### src/rtl/synth_div_pkg.sv
package synth_div_pkg;

  // Strobes from control to datapath, one clkVco cycle wide.
  typedef struct packed {
    logic refTgl;    // prescaler half period done
    logic fbTgl;     // feedback M count wrapped
    logic serTgl;    // serial M count wrapped
    logic outSet;    // start a high phase of the output divider
    logic outClr;    // start a low phase / park for pass-through
    logic outTick;   // a rising edge of the main output happens now
    logic passThru;  // level: /1 setting active
  } divStrobes_t;

  localparam logic [1:0] N_PASS = 2'b11;

  // Half-period length of the output divider, in clkVco cycles.
  function automatic logic [2:0] halfLen(input logic [1:0] code);
    case (code)
      2'b00:   halfLen = 3'd1;
      2'b01:   halfLen = 3'd2;
      2'b10:   halfLen = 3'd4;
      default: halfLen = 3'd0;
    endcase
  endfunction

endpackage

### src/rtl/synth_div_sync.sv
module synth_div_sync #(
  parameter int STAGES = 2
) (
  input  logic clk,
  input  logic rstN,
  input  logic d,
  output logic q
);
  generate
    if (STAGES <= 1) begin : g_single
      logic stage;
      always_ff @(posedge clk or negedge rstN) begin
        if (!rstN) stage <= 1'b0;
        else       stage <= d;
      end
      assign q = stage;
    end else begin : g_chain
      logic [STAGES-1:0] chain;
      always_ff @(posedge clk or negedge rstN) begin
        if (!rstN) chain <= '0;
        else       chain <= {chain[STAGES-2:0], d};
      end
      assign q = chain[STAGES-1];
    end
  endgenerate
endmodule

### src/rtl/synth_div_ctrl.sv
module synth_div_ctrl
  import synth_div_pkg::*;
#(
  parameter int M_W         = 9,
  parameter int REF_DIV     = 16,
  parameter int SYNC_STAGES = 2
) (
  input  logic           clkVco,
  input  logic           rstN,
  input  logic           xtalClk,
  input  logic           extRefClk,
  input  logic           refSel,
  input  logic           serClk,
  input  logic [M_W-1:0] mVal,
  input  logic [1:0]     nCode,
  input  logic           outLevel,
  output divStrobes_t    stb
);
  localparam int REF_HALF = REF_DIV / 2;
  localparam int RC_W     = (REF_HALF > 1) ? $clog2(REF_HALF) : 1;
  localparam logic [RC_W-1:0] REF_LAST = RC_W'(REF_HALF - 1);

  // Slow clocks sampled into the oscillator domain.
  logic xtalS, extS, serS;
  synth_div_sync #(.STAGES(SYNC_STAGES)) u_syncXtal (.clk(clkVco), .rstN(rstN), .d(xtalClk),   .q(xtalS));
  synth_div_sync #(.STAGES(SYNC_STAGES)) u_syncExt  (.clk(clkVco), .rstN(rstN), .d(extRefClk), .q(extS));
  synth_div_sync #(.STAGES(SYNC_STAGES)) u_syncSer  (.clk(clkVco), .rstN(rstN), .d(serClk),    .q(serS));

  logic refLvl, refPrev, serPrev, refEdge, serEdge;
  assign refLvl  = refSel ? xtalS : extS;
  assign refEdge = refLvl & ~refPrev;
  assign serEdge = serS & ~serPrev;

  always_ff @(posedge clkVco or negedge rstN) begin
    if (!rstN) begin
      refPrev <= 1'b0;
      serPrev <= 1'b0;
    end else begin
      refPrev <= refLvl;
      serPrev <= serS;
    end
  end

  // Reference prescaler: half of REF_DIV edges per toggle.
  logic [RC_W-1:0] refCnt;
  logic            refWrap;
  assign refWrap = refEdge && (refCnt == REF_LAST);

  always_ff @(posedge clkVco or negedge rstN) begin
    if (!rstN)        refCnt <= '0;
    else if (refWrap) refCnt <= '0;
    else if (refEdge) refCnt <= refCnt + RC_W'(1);
  end

  // Feedback M counter; M is reloaded only on wrap.
  logic [M_W-1:0] fbCnt, fbM;
  logic [M_W:0]   fbNext;
  logic           fbWrap;
  assign fbNext = {1'b0, fbCnt} + (M_W+1)'(1);
  assign fbWrap = fbNext >= {1'b0, fbM};

  always_ff @(posedge clkVco or negedge rstN) begin
    if (!rstN) begin
      fbCnt <= '0;
      fbM   <= '0;
    end else if (fbWrap) begin
      fbCnt <= '0;
      fbM   <= mVal;
    end else begin
      fbCnt <= fbNext[M_W-1:0];
    end
  end

  // Serial M counter, advanced by serial clock edges.
  logic [M_W-1:0] serCnt, serM;
  logic [M_W:0]   serNext;
  logic           serWrap;
  assign serNext = {1'b0, serCnt} + (M_W+1)'(1);
  assign serWrap = serEdge && (serNext >= {1'b0, serM});

  always_ff @(posedge clkVco or negedge rstN) begin
    if (!rstN) begin
      serCnt <= '0;
      serM   <= '0;
    end else if (serWrap) begin
      serCnt <= '0;
      serM   <= mVal;
    end else if (serEdge) begin
      serCnt <= serNext[M_W-1:0];
    end
  end

  // Output divider sequencing; code swaps only at end of a low phase.
  logic [1:0] nAct;
  logic [2:0] hCnt;
  logic       passNow, lastHalf, boundary, fallNow;
  assign passNow  = (nAct == N_PASS);
  assign lastHalf = (hCnt + 3'd1) == halfLen(nAct);
  assign boundary = passNow || (!outLevel && lastHalf);
  assign fallNow  = !passNow && outLevel && lastHalf;

  always_ff @(posedge clkVco or negedge rstN) begin
    if (!rstN) begin
      nAct <= 2'b00;
      hCnt <= '0;
    end else if (boundary) begin
      nAct <= nCode;
      hCnt <= '0;
    end else if (fallNow) begin
      hCnt <= '0;
    end else begin
      hCnt <= hCnt + 3'd1;
    end
  end

  always_comb begin
    stb.refTgl   = refWrap;
    stb.fbTgl    = fbWrap;
    stb.serTgl   = serWrap;
    stb.outSet   = boundary && (nCode != N_PASS);
    stb.outClr   = (boundary && (nCode == N_PASS)) || fallNow;
    stb.outTick  = boundary;
    stb.passThru = passNow;
  end
endmodule

### src/rtl/synth_div_path.sv
module synth_div_path
  import synth_div_pkg::*;
(
  input  logic        clkVco,
  input  logic        rstN,
  input  divStrobes_t stb,
  input  logic        scanIn,
  input  logic [2:0]  tSel,
  input  logic        outEn,
  output logic        refClk,
  output logic        fbClk,
  output logic        outClk,
  output logic        outClkN,
  output logic        testOut,
  output logic        outLevel
);
  logic refHalf, fbHalf, serHalf, outReg;
  logic [1:0] qCnt;

  always_ff @(posedge clkVco or negedge rstN) begin
    if (!rstN) begin
      refHalf <= 1'b0;
      fbHalf  <= 1'b0;
      serHalf <= 1'b0;
      outReg  <= 1'b0;
      qCnt    <= 2'b00;
    end else begin
      if (stb.refTgl)  refHalf <= ~refHalf;
      if (stb.fbTgl)   fbHalf  <= ~fbHalf;
      if (stb.serTgl)  serHalf <= ~serHalf;
      if (stb.outSet)      outReg <= 1'b1;
      else if (stb.outClr) outReg <= 1'b0;
      if (stb.outTick) qCnt <= qCnt + 2'd1;
    end
  end

  // /1 setting: the oscillator clock itself, parked low register otherwise.
  logic outPre;
  assign outPre = stb.passThru ? clkVco : outReg;

  assign outClk   = outEn & outPre;
  assign outClkN  = ~outClk;
  assign refClk   = refHalf;
  assign fbClk    = fbHalf;
  assign outLevel = outReg;

  always_comb begin
    case (tSel)
      3'd0:    testOut = scanIn;
      3'd1:    testOut = 1'b1;
      3'd2:    testOut = refHalf;
      3'd3:    testOut = fbHalf;
      3'd4:    testOut = outPre;
      3'd5:    testOut = 1'b0;
      3'd6:    testOut = serHalf;
      default: testOut = qCnt[1];
    endcase
  end
endmodule

### src/rtl/synth_div_top.sv
module synth_div_top
  import synth_div_pkg::*;
#(
  parameter int M_W         = 9,
  parameter int REF_DIV     = 16,
  parameter int SYNC_STAGES = 2
) (
  input  logic           clkVco,
  input  logic           rstN,
  input  logic           xtalClk,
  input  logic           extRefClk,
  input  logic           refSel,
  input  logic           serClk,
  input  logic           scanIn,
  input  logic [M_W-1:0] mVal,
  input  logic [1:0]     nCode,
  input  logic [2:0]     tSel,
  input  logic           outEn,
  output logic           refClk,
  output logic           fbClk,
  output logic           outClk,
  output logic           outClkN,
  output logic           testOut
);
  divStrobes_t stb;
  logic        outLevel;

  synth_div_ctrl #(.M_W(M_W), .REF_DIV(REF_DIV), .SYNC_STAGES(SYNC_STAGES)) u_ctrl (
    .clkVco(clkVco), .rstN(rstN), .xtalClk(xtalClk), .extRefClk(extRefClk),
    .refSel(refSel), .serClk(serClk), .mVal(mVal), .nCode(nCode),
    .outLevel(outLevel), .stb(stb)
  );

  synth_div_path u_path (
    .clkVco(clkVco), .rstN(rstN), .stb(stb), .scanIn(scanIn), .tSel(tSel),
    .outEn(outEn), .refClk(refClk), .fbClk(fbClk), .outClk(outClk),
    .outClkN(outClkN), .testOut(testOut), .outLevel(outLevel)
  );
endmodule

### config.mk
export PLATFORM = sky130hd
export DESIGN_NAME = synth_div_top
export DESIGN_NICKNAME = d
export VERILOG_FILES = /design/src/rtl/synth_div_pkg.sv /design/src/rtl/synth_div_sync.sv /design/src/rtl/synth_div_ctrl.sv /design/src/rtl/synth_div_path.sv /design/src/rtl/synth_div_top.sv
export SDC_FILE = /design/constraint.sdc
export NUM_CORES = 1
export LEC_CHECK = 0
export ABC_AREA = 1
export BUFFER_PORTS_ARGS = -buffer_cell sky130_fd_sc_hd__buf_2
export CORE_MARGIN = 2
export CORE_UTILIZATION = 39
export DETAILED_ROUTE_END_ITERATION = 6
export GPL_ROUTABILITY_DRIVEN = 0
export MAX_ROUTING_LAYER = met4
export SYNTH_ARGS = -nofsm -noshare
export SYNTH_HDL_FRONTEND = slang
export SYNTH_HIERARCHICAL = 1
export SYNTH_SLANG_ARGS = --single-unit
### constraint.sdc
create_clock -name clkVco -period 3 [get_ports clkVco]
set_input_delay 0.45 -clock clkVco [delete_from_list [all_inputs] [get_ports clkVco]]
set_output_delay 0.45 -clock clkVco [all_outputs]
set_load 0.01 [all_outputs]
==> results of run 1 <==
## flip-flops by register name (all words and copies together), names as in the netlist
register,cells
u_ctrl/hCnt,3
u_ctrl/nAct,2
u_ctrl/u_syncSer/g_chain.chain,2
u_path/fbClk,1
u_path/outLevel,1
u_path/qCnt,2
u_ctrl/serCnt,9
u_ctrl/u_syncXtal/g_chain.chain,2
u_ctrl/refCnt,3
u_ctrl/refPrev,1
u_path/serHalf,1
u_ctrl/fbCnt,9
u_path/refClk,1
u_ctrl/fbM,9
u_ctrl/serPrev,1
u_ctrl/serM,9
u_ctrl/u_syncExt/g_chain.chain,2
## layer usage
layer | vias to the layer above | GRT usage [%] | wire length, µm | part of all wire [%]
li1 | 1282 | - | - | -
met1 | 1096 | 20.57 | 2897 | 50
met2 | 46 | 23.45 | 2629 | 45
met3 | 9 | 2.873 | 235 | 4.0
met4 | 0 | 6.763 | 89 | 1.5
met5 | - | - | 0 | 0
## through the flow
step | setup WS (ns) | instance area (µm²)
6_report | 0.1494 | 3737
3_3_place_gp | 0.6256 | 3413
2_1_floorplan | 0.5623 | 3198
5_1_grt | 0.1095 | 3737
3_5_place_dp | 0.5605 | 3413
4_1_cts | 0.009675 | 3737
## synthesized netlist by cell type, types with 2 or more instances
cell	n	area (µm²)
nand3_1	30	150.1
xor2_1	12	105.1
a21o_1	2	15.01
nand2_2	4	25.02
nand2_1	119	446.7
a21oi_1	7	35.03
nand2_8	2	40.04
inv_2	6	22.52
xnor2_1	5	43.79
nand4_1	9	56.30
o21bai_1	2	15.01
nor2_1	28	105.1
inv_1	58	217.7
buf_4	5	37.54
dfrtp_1	58	1451
ha_1	23	287.8
nor2_2	2	12.51
o21ai_0	4	20.02
## kinds of logic after synthesis
| group | count (synthesis) | synth area share, % |
|---|---|---|
| compound gates | 19 | 3.951 |
| buf+inv | 73 | 9.507 |
| simple gates | 198 | 27.50 |
| xor+xnor | 17 | 4.656 |
| fa+ha+maj | 23 | 8.999 |
| flops | 58 | 45.38 |
## power groups by stage
stage | clock network, mW | registers (mW) | logic (mW)
after floorplan | 0.0230 | 0.971 | 0.375
after global placement | 0.0326 | 0.981 | 0.460
after detailed placement | 0.0326 | 0.986 | 0.476
after CTS | 0.873 | 0.971 | 0.488
after global routing | 0.906 | 0.987 | 0.561
final | 0.835 | 0.971 | 0.479
## final cells by class
| class | count | share of cell area, % |
|---|---|---|
| Multi-Input combinational cell | 257 | 39.27 |
| Sequential cell | 58 | 38.83 |
| Clock buffer | 25 | 8.102 |
| Inverter | 64 | 6.495 |
| Tap cell | 105 | 3.515 |
| Timing Repair Buffer | 24 | 3.281 |
| Clock inverter | 4 | 0.5022 |
## timing repair
action                                  CTS  global route
endpoints found under the setup margin    3             2
resized for setup                         6             5
pin swaps                                 0             1
setup buffers                             2             0
## worst paths after layout
| path | startpoint | endpoint | slack [ns] | cells past startpoint |
|---|---|---|---|---|
| max | clkVco | testOut | 0.15 | 11 |
| max in group asynchronous | rstN | u_ctrl/fbM[8] | 2.33 | 2 |
| min | serClk | u_ctrl/u_syncSer/g_chain.chain[0] | 0.03 | 1 |
| min in group asynchronous | rstN | u_ctrl/fbCnt[7] | 0.07 | 2 |
| min reg2reg | u_ctrl/u_syncSer/g_chain.chain[0] | u_ctrl/u_syncSer/g_chain.chain[1] | 0.35 | 0 |
| max reg2reg | u_ctrl/fbCnt[0] | u_ctrl/fbM[8] | 0.42 | 17 |
==> flow_summary.yaml, run 1 <==
run_status:
  status: "completed"
sta:
  tightestPinTransition_ns: 0.7143
  setup_tns_ns: 0
  maxSlewHeadroom_pct: 52.38
  finClkSkew_ns: 0.1985
  hold_viol: 0
  hold_ws_ns: 0.03484
  grt_setup_unrepaired: "no"
  setup_violations: 0
  maxSlewViolCount: 0
synth:
  synth_enable_flop_cells: 0
  yosysWarningCount: 6
  synth.cell_area_mm2: 0.003198
  yosysUniqueCellTypes: 30
  syn_area_per_cell_um2: 8.242
  syn_nets: 433
  netlist_instances: 388
  synth_seq_cells: 58
  seq_area_frac_synth_pct: 45.38
  synthArstFlopShare_pct: 100.0
  dominantRegCellSynth: "dfrtp_1"
finish:
  area_growth_pct: 16.86
  stdcell_count: 537
  fillCellCount: 811
  fin_util_pct: 46.18
  multi_input_area_mm2: 0.001468
  antennaDiodeCount: 0
  fin_nets: 472
  layout-drive-gt1-share_pct: 16.67
  mostFrequentLayoutCell: "nand2_1"
  register_area_mm2: 0.001451
  final_cell_mix: "nand2_1 (118), dfrtp_1 (58), inv_1 (57)"
drt:
  drtIter0Drc: 151
  wirelength_mm: 5.851
  wire_per_inst_um: 10.90
  vias_per_cell: 4.531
  drc: 0
  num_vias: 2433
  drt_pass1_iterations: 4
  ant_nets: 0
power:
  p_clk_share_pct: 36.5
  internal_power_mw: 1.561
  power_mw: 2.285
  p_comb_share_pct: 21.0
  power_leakage_nw: 2.200
  power_switching_uw: 724.3
  peakVddDrop_mv: 0.2026
  seq_power_share_pct: 42.5
  powerDensity_mw_per_mm2: 611.5
  p_sw_share_pct: 31.69
cts:
  clk_pin_slew_ns: 0.06
  clock_latency_ns: 0.52
  ctsHoldBuffers: 0
  cts_tree: "built"
setup_path:
  critPathKind: "clk2out"
  slowest_delay_ns: 0.13
  crit_top_cell: "nand2_1"
  crit_buf_inv: 6
  critPathRequiredTime_ns: 2.55
  crit_chain: "clkbuf_16 -> clkbuf_8 -> inv_4 -> nand2_4 -> buf_6 -> clkbuf_8 -> nand3_2 -> nand2_1 -> nand2_1 -> nand2_1 -> buf_2"
  cp-start-kind: "clock port"
  worst-path-max-fanout: 2
  end_kind: "primary output"
  path_delay_family: "buffers and inverters"
  cpMaxStageDelayCell: "clkbuf_8"
  critPathArrivalTime_ns: 2.40
floorplan:
  die_area_mm2: 0.008941
  core_mm2: 0.008093
  die_w_um: 94.56
  fp-row-count: 33
  start_util_pct: 39.52
  dieHeight_um: 94.56
  io_pins: 27
flow_run:
  maxCapViolCount: 0
min_path:
  hold_path.class: "in2reg"
global_routing:
  track_usage_pct: 15.55
  gr-total-overflow: 0
  grt_pass1_vias: 2378
  antenna_found_initial: 0
  grt_max_degree: 59
  grt_pass1_wl_mm: 10.10
placed_design:
  io_buffers: 26
  place_inst: 513
  place_hpwl_mm: 4.193
(Power assumes the default switching activity.)
==> run 2, diff against run 1 <==
--- a/config.mk
+++ b/config.mk
@@ -8,11 +8,11 @@
 export ABC_AREA = 1
 export BUFFER_PORTS_ARGS = -buffer_cell sky130_fd_sc_hd__buf_2
 export CORE_MARGIN = 2
-export CORE_UTILIZATION = 39
+export CORE_UTILIZATION = 55
 export DETAILED_ROUTE_END_ITERATION = 6
 export GPL_ROUTABILITY_DRIVEN = 0
 export MAX_ROUTING_LAYER = met4
+export PLACE_DENSITY = 0.74
 export SYNTH_ARGS = -nofsm -noshare
 export SYNTH_HDL_FRONTEND = slang
-export SYNTH_HIERARCHICAL = 1
 export SYNTH_SLANG_ARGS = --single-unit
==> run 2 against run 1 <==
Effect of this change: synthesized area shrank 0.78%; wire length grew 12%; critical path depth shrank 1; combinational power grew 10%; die area shrank 28%; largest power group is now the clock network; register-to-register slack gained 0.18 ns.
==> flow_summary.yaml, run 2 <==
run_status:
  status: "completed"
synth:
  synth.top_cells.by_area: "dfrtp_1 (46%), nand2_1 (13%), ha_1 (9.1%)"
  syn_nets: 430
  yosysWarningCount: 0
  seq_area_frac_synth_pct: 45.74
  syn_area_per_cell_um2: 8.242
  synthArstFlopShare_pct: 100.0
  netlist_instances: 385
  synth_enable_flop_cells: 0
  yosysTopAreaCell: "dfrtp_1"
  synth_most_common_cell: "nand2_1"
  synth_common_cells: "nand2_1 (111), inv_1 (59), dfrtp_1 (58)"
  dominantRegCellSynth: "dfrtp_1"
  yosysUniqueCellTypes: 33
  synth.cell_area_mm2: 0.003173
  synth_seq_cells: 58
  synth.top_cell.area_share_pct: 45.74
setup_path:
  end_kind: "primary output"
  cp-start-kind: "clock port"
  critPathArrivalTime_ns: 2.49
  reg2reg_depth: 17
  critPathKind: "clk2out"
  critPathRequiredTime_ns: 2.55
  worst-path-max-fanout: 2
min_path:
  hold_path.class: "in2reg"
  min_path_cells: 1
drt:
  drtIter0Drc: 169
  wirelength_mm: 6.552
  drc: 0
  wire_per_inst_um: 12.95
  ant_nets: 0
  drt_pass1_iterations: 4
  num_vias: 2564
  vias_per_cell: 5.067
floorplan:
  core_mm2: 0.005540
  die_w_um: 79.96
  io_pins: 27
  fp-row-count: 27
  dieHeight_um: 79.96
  start_util_pct: 57.27
  die_area_mm2: 0.006393
finish:
  area_growth_pct: 18.49
  antennaDiodeCount: 0
  mostFrequentLayoutCell: "nand2_1"
  layout-drive-gt1-share_pct: 16.36
  fin_util_pct: 67.86
  final_cell_mix: "nand2_1 (109), inv_1 (59), dfrtp_1 (58)"
  multi_input_area_mm2: 0.001455
  stdcell_count: 506
  fin_nets: 473
  register_area_mm2: 0.001451
  fillCellCount: 451
power:
  power_leakage_nw: 2.163
  peakVddDrop_mv: 0.7151
  power_mw: 2.664
  powerDensity_mw_per_mm2: 708.5
global_routing:
  track_usage_pct: 25.20
  grt_pass1_wl_mm: 11.32
  antenna_found_initial: 0
  grt_max_degree: 41
  grt_pass1_vias: 2612
  gr-total-overflow: 0
cts:
  cts_tree: "built"
  clock_latency_ns: 0.44
  clk_pin_slew_ns: 0.07
  ctsHoldBuffers: 0
sta:
  grt_setup_unrepaired: "no"
  tightestPinTransition_ns: 0.8832
  setup_violations: 0
  hold_viol: 0
  finClkSkew_ns: 0.006362
  maxSlewHeadroom_pct: 41.12
  setup_tns_ns: 0
  maxSlewViolCount: 0
  hold_ws_ns: 0.1168
flow_run:
  maxCapViolCount: 0
placed_design:
  place_inst: 480
  io_buffers: 26
  place_hpwl_mm: 4.304
run 2: cell count changes in the layout (fill, tap and decap cells not counted), moves of 4 or more:
| cell | change |
|---|---|
| nor2_1 | -4 |
| o21ai_0 | +11 |
| a21boi_0 | +6 |
| nand2_1 | -9 |
| xor2_1 | -4 |
| nand4_1 | -6 |
| clkbuf_8 | +4 |
run 2: final cells by class:
class	instances	area share, %
well taps	72	2.396
clock buffers	25	8.319
multi-input cells	258	38.70
inverters	61	6.090
flip-flops and latches	58	38.60
clock inverters	5	2.030
repair buffers	27	3.860
run 2: what timing repair did:
action	4_1_cts	5_1_grt
pin swaps	1	0
resized for setup	7	1
endpoints found under the setup margin	3	1
endpoints found under the hold margin	0	0
buffers inserted	1	0
run 2: through the flow:
step | setup slack [ns] | area (µm²)
floorplan | 0.6588 | 3173
global placement | 0.5650 | 3372
detailed placement | 0.5646 | 3372
CTS | 0.04917 | 3759
global route | 0.001935 | 3760
finish | 0.06333 | 3760
run 2: kinds of logic after synthesis:
group	share of synthesized area (%)
and+or+nand+nor	25.36
buffers and inverters	8.951
DFF	45.74
AOI/OAI and AO/OA	7.768
adders and majority gates	9.070
xor gates and xnor gates	2.760
muxes	0.3549
run 2: worst paths after layout:
check	from	end	slack (ns)
max reg2reg	u_ctrl.serCnt[0]	u_ctrl.serCnt[5]	0.60
min	serClk	u_ctrl.u_syncSer.g_chain.chain[0]	0.12
min reg2reg	u_ctrl.u_syncExt.g_chain.chain[0]	u_ctrl.u_syncExt.g_chain.chain[1]	0.35
min in group asynchronous	rstN	u_ctrl.hCnt[1]	0.13
max	clkVco	outClk	0.06
max in group asynchronous	rstN	u_ctrl.u_syncExt.g_chain.chain[1]	2.16
run 2: where the power goes:
part / switching (mW) / leakage, nW / internal [mW]
Combinational: 0.328 / 1.28 / 0.199
Clock: 0.412 / 0.227 / 0.742
Sequential: 0.0926 / 0.659 / 0.890
Total: 0.832 / 2.16 / 1.83
run 2: critical path, stage by stage:
cell and delay [ns]:
clkbuf_8 0.12, clkbuf_8 0.12, nand3_2 0.06, nand2_2 0.09
buf_8 0.15, nand2_4 0.07, clkbuf_8 0.11, clkbuf_8 0.10
inv_1 0.03, buf_2 0.13
run 2: layer usage:
metal,GRT usage [%],wire (µm),vias to the layer above
met5,-,0,-
met1,28.37,2912,1190
met4,20.68,117,0
met3,8.484,293,15
li1,-,-,1302
met2,36.17,3229,57
==> run 3, diff against run 2 <==
--- a/config.mk
+++ b/config.mk
@@ -9,8 +9,10 @@
 export BUFFER_PORTS_ARGS = -buffer_cell sky130_fd_sc_hd__buf_2
 export CORE_MARGIN = 2
 export CORE_UTILIZATION = 55
+export CTS_BUF_LIST = sky130_fd_sc_hd__clkbuf_8 sky130_fd_sc_hd__clkbuf_16
 export DETAILED_ROUTE_END_ITERATION = 6
 export GPL_ROUTABILITY_DRIVEN = 0
+export GPL_TIMING_DRIVEN = 0
 export MAX_ROUTING_LAYER = met4
 export PLACE_DENSITY = 0.74
 export SYNTH_ARGS = -nofsm -noshare
==> run 3 against run 2 <==
Effect of this change: critical endpoint unchanged; setup slack better by 0.042 ns; sequential cell count unchanged; sequential power about the same; clock skew up 0.0046 ns; non-clock buffer count up 3; first-iteration DRC count up 0.59%; final cell count up 0.79%; largest cell class unchanged; utilization about the same; power down 5.0%; worst hold slack worse by 0.057 ns; register-to-register slack worse by 0.03 ns; combinational power up 1%.
==> flow_summary.yaml, run 3 (synthesis gave the netlist of run 2 again) <==
run_status:
  status: "completed"
drt:
  route.met3.wl_um: 324
  drc: 0
  drtIter0Drc: 170
  ant_nets: 0
  met2_length_mm: 3.017
  wl_met1_mm: 2.931
  wire_per_inst_um: 12.69
  num_vias: 2637
  wirelength_mm: 6.472
  highest_layer: "met4"
  vias_per_cell: 5.171
  drt_pass1_iterations: 4
cts:
  cts_tree: "built"
  clock_latency_ns: 0.44
  clk_pin_slew_ns: 0.07
  ctsHoldBuffers: 0
power:
  power_leakage_nw: 2.158
  seq_power_share_pct: 39.0
  peakVddDrop_mv: 0.7132
  power_switching_uw: 839.4
  internal_power_mw: 1.690
  powerDensity_mw_per_mm2: 672.9
  p_comb_share_pct: 21.1
  p_clk_share_pct: 39.9
  p_sw_share_pct: 33.19
finish:
  final_cell_mix: "nand2_1 (109), inv_1 (60), dfrtp_1 (58)"
  antennaDiodeCount: 0
  area_growth_pct: 18.45
  mostFrequentLayoutCell: "nand2_1"
  layout-drive-gt1-share_pct: 16.44
  fillCellCount: 459
  fin_nets: 478
sta:
  maxSlewViolCount: 0
  hold_viol: 0
  maxSlewHeadroom_pct: 51.42
  finClkSkew_ns: 0.01098
  layout_setup_ws_ns: 0.1055
  setup_violations: 0
  setup_tns_ns: 0
  grt_setup_unrepaired: "no"
  tightestPinTransition_ns: 0.7287
setup_path:
  critPathArrivalTime_ns: 2.44
  end_kind: "primary output"
  crit_chain: "clkbuf_8 -> nand3_4 -> nand2_4 -> clkbuf_8 -> nand2_4 -> clkbuf_8 -> clkbuf_8 -> clkbuf_8 -> inv_1 -> buf_2"
  path_delay_family: "buffers and inverters"
  crit_top_cell: "clkbuf_8"
  slowest_delay_ns: 0.15
  r2r_end: "u_ctrl.serM[1]"
  crit_buf_inv: 7
  cp-start-kind: "clock port"
  critPathRequiredTime_ns: 2.55
  r2r_setup_slack_ns: 0.57
  critPathKind: "clk2out"
  reg2reg_depth: 17
  r2r_start: "u_ctrl.serCnt[1]"
  worst-path-max-fanout: 2
  cpMaxStageDelayCell: "clkbuf_8"
placed_design:
  place_hpwl_mm: 4.208
  io_buffers: 26
  place_ws_ns: 0.5631
global_routing:
  grt_pass1_vias: 2626
  track_usage_pct: 24.57
  grt_pass1_wl_mm: 11.23
  antenna_found_initial: 0
  gr-total-overflow: 0
  grt_max_degree: 59
floorplan:
  start_util_pct: 57.27
  die_w_um: 79.96
  die_area_mm2: 0.006393
  fp-row-count: 27
  core_mm2: 0.005540
  dieHeight_um: 79.96
  io_pins: 27
min_path:
  hold_path.class: "in2async"
flow_run:
  maxCapViolCount: 0
run 3: area by class of cell:
cell class | count | area (µm²) | share of cell area (%)
Clock buffer | 24 | 291.5 | 7.756
Tap cell | 72 | 90.09 | 2.397
Clock inverter | 7 | 62.56 | 1.664
Multi-Input combinational cell | 258 | 1465 | 38.98
Buffer | 7 | 51.30 | 1.365
Timing Repair Buffer | 23 | 117.6 | 3.129
Sequential cell | 58 | 1451 | 38.62
Inverter | 61 | 229.0 | 6.092
run 3: metrics by stage:
stage / power, mW / cell area (µm²) / util, % / cells / hold slack, ns
after floorplan: 1.392 / 3173 / - / 385 / 0.1544
after global placement: 1.513 / 3393 / 61.25 / 483 / 0.3323
after detailed placement: 1.543 / 3393 / 61.25 / 483 / 0.3347
after CTS: 2.543 / 3756 / 67.80 / 510 / 0.1023
after global routing: 2.699 / 3759 / 67.84 / 510 / 0.1002
final: 2.529 / 3759 / 67.84 / 510 / 0.05936
run 3: power groups by stage:
stage          registers, mW  clock network, mW  logic, mW
2_1_floorplan          0.974             0.0274      0.391
3_3_place_gp           0.985             0.0382      0.490
3_5_place_dp           0.988             0.0382      0.517
4_1_cts                0.984               1.02      0.539
5_1_grt                0.999               1.08      0.620
6_report               0.986               1.01      0.534
run 3: how the worst max path moves through the flow:
stage | from | to | slack [ns] | cells after the start
2_1_floorplan | clkVco | testOut | 0.66 | 5
3_3_place_gp | clkVco | testOut | 0.57 | 6
3_5_place_dp | clkVco | testOut | 0.56 | 6
4_1_cts | clkVco | outClk | 0.11 | 10
5_1_grt | clkVco | outClk | 0.05 | 10
6_report | clkVco | outClk | 0.11 | 10
run 3: metal layers:
layer,track usage [%],vias to the layer above
li1,-,1315
met1,28.24,1227
met2,34.92,71
met3,8.484,24
met4,19.15,0
met5,-,-
run 3: timing repair:
item / CTS / global route
endpoints found under the setup margin: 3 / 0
resized for setup: 6 / 0
buffers inserted: 2 / 0
